File: src/rtl/dr_pkg.sv
package dr_pkg;
  // Tree depth: every leaf at the same depth, at least one level
  function automatic int tree_levels(input int n);
    int l;
    l = $clog2(n);
    return (l < 1) ? 1 : l;
  endfunction
endpackage

File: src/rtl/dr_c_element.sv
module dr_c_element (
  input  logic clk_i,
  input  logic rst_ni,
  input  logic a_i,
  input  logic b_i,
  output logic q_o
);
  logic q_q;

  // Majority of a, b and the fed-back state
  always_ff @(posedge clk_i or negedge rst_ni) begin
    if (!rst_ni) q_q <= 1'b0;
    else         q_q <= (a_i & b_i) | (q_q & (a_i | b_i));
  end

  assign q_o = q_q;

  a_r3_hold_on_disagree: assert property (@(posedge clk_i) disable iff (!rst_ni)
    (a_i != b_i) |=> (q_o == $past(q_o)));

  a_r3_follow_on_agree: assert property (@(posedge clk_i) disable iff (!rst_ni)
    (a_i == b_i) |=> (q_o == $past(a_i)));
endmodule

File: src/rtl/dr_pair_decode.sv
module dr_pair_decode #(
  parameter int N = 8
) (
  input  logic [N-1:0] rail1_i,
  input  logic [N-1:0] rail0_i,
  output logic [N-1:0] present_o,
  output logic [N-1:0] value_o,
  output logic         any_illegal_o
);
  logic [N-1:0] illegal;

  for (genvar k = 0; k < N; k++) begin : g_pair
    assign present_o[k] = rail1_i[k] | rail0_i[k];
    assign value_o[k]   = rail1_i[k];
    assign illegal[k]   = rail1_i[k] & rail0_i[k];
  end

  assign any_illegal_o = |illegal;
endmodule

File: src/rtl/dr_c_tree.sv
module dr_c_tree #(
  parameter int N = 8
) (
  input  logic         clk_i,
  input  logic         rst_ni,
  input  logic [N-1:0] leaf_i,
  output logic         root_o
);
  localparam int L = dr_pkg::tree_levels(N);
  localparam int P = 1 << L;

  // Heap layout: nodes 1..P-1 internal, P..2P-1 leaves
  logic [2*P-1:1] node;

  for (genvar j = 0; j < P; j++) begin : g_leaf
    if (j < N) begin : g_real
      assign node[P+j] = leaf_i[j];
    end else begin : g_pad
      // Padding leaf mirrors bit 0 so it never blocks agreement
      assign node[P+j] = leaf_i[0];
    end
  end

  for (genvar i = 1; i < P; i++) begin : g_node
    dr_c_element u_c (
      .clk_i  (clk_i),
      .rst_ni (rst_ni),
      .a_i    (node[2*i]),
      .b_i    (node[2*i+1]),
      .q_o    (node[i])
    );
  end

  assign root_o = node[1];
endmodule

File: src/rtl/dr_completion_detector.sv
module dr_completion_detector #(
  parameter int N = 8
) (
  input  logic         clk_i,
  input  logic         rst_ni,
  input  logic [N-1:0] rail1_i,
  input  logic [N-1:0] rail0_i,
  output logic         done_o,
  output logic [N-1:0] data_o,
  output logic         illegal_o
);
  localparam int L  = dr_pkg::tree_levels(N);
  localparam int RW = $clog2(L + 1);

  logic [N-1:0] present;
  logic         any_illegal;
  logic         err_q;

  dr_pair_decode #(.N(N)) u_dec (
    .rail1_i       (rail1_i),
    .rail0_i       (rail0_i),
    .present_o     (present),
    .value_o       (data_o),
    .any_illegal_o (any_illegal)
  );

  dr_c_tree #(.N(N)) u_tree (
    .clk_i  (clk_i),
    .rst_ni (rst_ni),
    .leaf_i (present),
    .root_o (done_o)
  );

  always_ff @(posedge clk_i or negedge rst_ni) begin
    if (!rst_ni) err_q <= 1'b0;
    else         err_q <= err_q | any_illegal;
  end

  assign illegal_o = err_q;

  // Checker: runs of full / empty words, saturating at L
  logic [RW-1:0] full_run_q, empty_run_q;

  always_ff @(posedge clk_i or negedge rst_ni) begin
    if (!rst_ni) begin
      full_run_q  <= '0;
      empty_run_q <= '0;
    end else begin
      if (&present) full_run_q <= (full_run_q == RW'(L)) ? full_run_q : full_run_q + 1'b1;
      else          full_run_q <= '0;
      if (~|present) empty_run_q <= (empty_run_q == RW'(L)) ? empty_run_q : empty_run_q + 1'b1;
      else           empty_run_q <= '0;
    end
  end

  a_r4_full_forces_done: assert property (@(posedge clk_i) disable iff (!rst_ni)
    (full_run_q == RW'(L)) |-> done_o);

  a_r5_empty_forces_clear: assert property (@(posedge clk_i) disable iff (!rst_ni)
    (empty_run_q == RW'(L)) |-> !done_o);

  a_r9_illegal_sticky: assert property (@(posedge clk_i) disable iff (!rst_ni)
    illegal_o |=> illegal_o);

  a_r9_illegal_sets: assert property (@(posedge clk_i) disable iff (!rst_ni)
    any_illegal |=> illegal_o);
endmodule

File: config.mk
export PLATFORM = sky130hd
export DESIGN_NAME = dr_completion_detector
export DESIGN_NICKNAME = d
export VERILOG_FILES = /design/src/rtl/dr_pkg.sv /design/src/rtl/dr_c_element.sv /design/src/rtl/dr_pair_decode.sv /design/src/rtl/dr_c_tree.sv /design/src/rtl/dr_completion_detector.sv
export SDC_FILE = /design/constraint.sdc
export NUM_CORES = 1
export LEC_CHECK = 0
export ABC_AREA = 1
export BUFFER_PORTS_ARGS = -buffer_cell sky130_fd_sc_hd__buf_2
export CORE_UTILIZATION = 35
export CTS_BUF_LIST = sky130_fd_sc_hd__clkbuf_2
export DETAILED_ROUTE_END_ITERATION = 7
export PLACE_DENSITY_LB_ADDON = 0.08
export SKIP_CTS_REPAIR_TIMING = 1
export SYNTH_ARGS = -nofsm -noshare
export SYNTH_HDL_FRONTEND = slang
export SYNTH_SLANG_ARGS = --single-unit
File: constraint.sdc
create_clock -name clk_i -period 0.94 [get_ports clk_i]
set_clock_uncertainty 0.05 [all_clocks]
set_input_delay 0.235 -clock clk_i [delete_from_list [all_inputs] [get_ports clk_i]]
set_output_delay 0.235 -clock clk_i [all_outputs]
set_load 0.005 [all_outputs]
==> impl_metrics.csv <==
group,metric,value,unit
place,finalWeightedCongestion,0.684,
logic_synthesis,syn_inst,63,
critical_path,cp_max_fo,2,
global_routing,overflow,0,
logic_synthesis,syn_area_per_cell,7.55,µm²
cells_and_area,layout-drive-gt1-share,40.9,%
critical_path,path_cells,"buf_2",
logic_synthesis,ys_seq_area_share,42.1,%
route,drt-wirelength-per-cell,8.03,µm
global_routing,antenna_found_initial,0,
critical_path,cp-end-kind,"output port",
floorplan,std_cell_rows,12,
pwr,power,0.668,mW
place,dpl.cell_count,96,
sta,worst_slack,-71.9,ps
sta,slew_viol_final,0,
critical_path,arrival,730,ps
critical_path,required,650,ps
clock_tree,cts_tree,"yes",
status,violations,"negative setup slack",
floorplan,start_util,40.1,%
clock_tree,clk_pin_slew,70,ps
sta,fin_crit,1010,ps
critical_path,critPathLaunchType,"register",
route,vias,423,
route,viasPerCell,4.15,
logic_synthesis,synth-simple-area-share,26.8,%
cells_and_area,most-common-layout-cells,"buf_2 (27), nand2_1 (24), inv_1 (8), dfrtp_1 (8)",
sta,slew_headroom,88.4,%
cells_and_area,nNetsFinal,108,
floorplan,num_io_pins,28,
logic_synthesis,yosys_warnings,0,
logic_synthesis,synth_top_family_by_area,"simple AND/OR/NAND/NOR gates",
sta,worstMarginPinSlew,174,ps
floorplan,fp.dieH,38.9,µm
critical_path,crit_path_top_delay_cell,"dfrtp_1",
pwr,leakage,0.331,nW
pwr,vdd_drop_max,0.000463,V
clock_tree,cts_root_buffer,"clkbuf_2",
route,drtPass1Iterations,4,
clock_tree,cts_buffers,3,
logic_synthesis,yosys.area_share.xor_xnor,0,%
logic_synthesis,synthAdderAreaFrac,7.11,%
global_routing,first_global_vias,323,
pwr,cellPowerDensity,1100,nW/µm²
route,drt_iter0_drc,9,
global_routing,grt_first_pass_wirelength,1220,µm
cells_and_area,fin_cells,102,
cells_and_area,antenna_cells,0,
clock_tree,cts_sinks,8,
sta,fin_crit_sh,108,%
sta,rsz0062_at_grt,"yes",
cells_and_area,final_common_cell,"buf_2",
global_routing,grtUsageTotal,12.8,%
clock_tree,ctsHtreeMaxLevel,1,
sta,hold_violations,0,
critical_path,cpLargestDelayFamily,"flip-flops",
critical_path,worst-path-buf-inv,1,
logic_synthesis,synth_cell_types,9,
floorplan,die_area,1510,µm²
cells_and_area,syn2layout_area_growth,27.9,%
floorplan,die_w,38.9,µm
worst_hold_path,hold_path.class,"input pin to register",
floorplan,fp.coreArea,1190,µm²
logic_synthesis,synth-seq-cells,8,
route,drc,0,
route,antenna_left,0,
status,status,"finished, violations left",
place,hpwlAfterDp,682,µm
clock_tree,cts_buffer_depth,2,
global_routing,grt_max_degree,9,
sta,max_freq,988,MHz
logic_synthesis,muxShareOfSynthArea,0,%
critical_path,crit_type,"register to output port",
sta,finalSetupViolations,3,
critical_path,max_stage_delay,380,ps
logic_synthesis,synth_compound_area_share,4.21,%
run,cap_violations,0,
logic_synthesis,synth_nets,81,
route,drt-total-wl,819,µm
logic_synthesis,synth_area,475,µm²
clock_tree,insertion_delay,220,ps
place,place.port_buffers,27,
metrics by stage:
step	hold slack (ps)	utilization (%)	setup TNS (ps)	setup slack (ps)	instance area, µm²
after floorplan	-111	-	0	97.2	475
after global placement	33.5	47.9	0	73.0	568
after detailed placement	33.4	47.9	0	60.7	568
after CTS	-226	49.2	-199	-102	583
after global routing	272	51.3	-253	-118	608
final	268	51.3	-154	-71.9	608
synth_stat cells:
| library cell | instances | share of area [%] |
|---|---|---|
| o21ai_1 | 4 | 4.2 |
| or2_0 | 4 | 5.3 |
| nor2_1 | 2 | 1.6 |
| nand2_1 | 24 | 19 |
| dfrtp_1 | 8 | 42 |
| inv_1 | 9 | 7.1 |
| buf_4 | 8 | 13 |
| maj3_2 | 3 | 7.1 |
| nand3_1 | 1 | 1.1 |
layer usage:
layer	vias to the layer above	part of all wire, %	wire [µm]	global-route usage (%)
li1	232	-	-	-
met1	174	50	411	15.6
met2	15	44	360	18.3
met3	2	4.2	34	3.47
met4	0	1.5	12	10.3
met5	-	0	0	0
final timing paths:
check | from | endpoint | slack (ps) | depth (start not counted)
max | illegal_o | illegal_o | -70 | 1
min | rail0_i[4] | u_tree.g_node[6].u_c.q_o | 270 | 5
max reg2reg | u_tree.g_node[1].u_c.q_o | u_tree.g_node[1].u_c.q_o | -20 | 2
min reg2reg | u_tree.g_node[7].u_c.q_o | u_tree.g_node[7].u_c.q_o | 470 | 2
max in group asynchronous | rst_ni | u_tree.g_node[4].u_c.q_o | 360 | 2
min in group asynchronous | rst_ni | u_tree.g_node[3].u_c.q_o | 320 | 2
flip-flops by register name, summed over array words and instances, names as in the netlist:
register / cells
u_tree.g_node.u_c.q_o: 7
illegal_o: 1
final cells by class:
cell class	instances	area, µm²
fillers	114	578
clock buffers	3	15.0
well taps	14	17.5
multi-input cells	38	181
inverters	9	33.8
flip-flops and latches	8	200
repair buffers	30	160
power by group:
group / total (mW) / internal, mW / switching, mW
Combinational: 0.117 / 0.0606 / 0.0568
Sequential: 0.358 / 0.352 / 0.00689
Clock: 0.192 / 0.0870 / 0.105
logic make-up after synthesis:
kind of cell             after synthesis
flip-flops                             8
buffers and inverters                 17
AND/OR/NAND/NOR                       31
adder cells (fa/ha/maj)                3
AO/OA/AOI/OAI                          4
(Power assumes the default switching activity.)
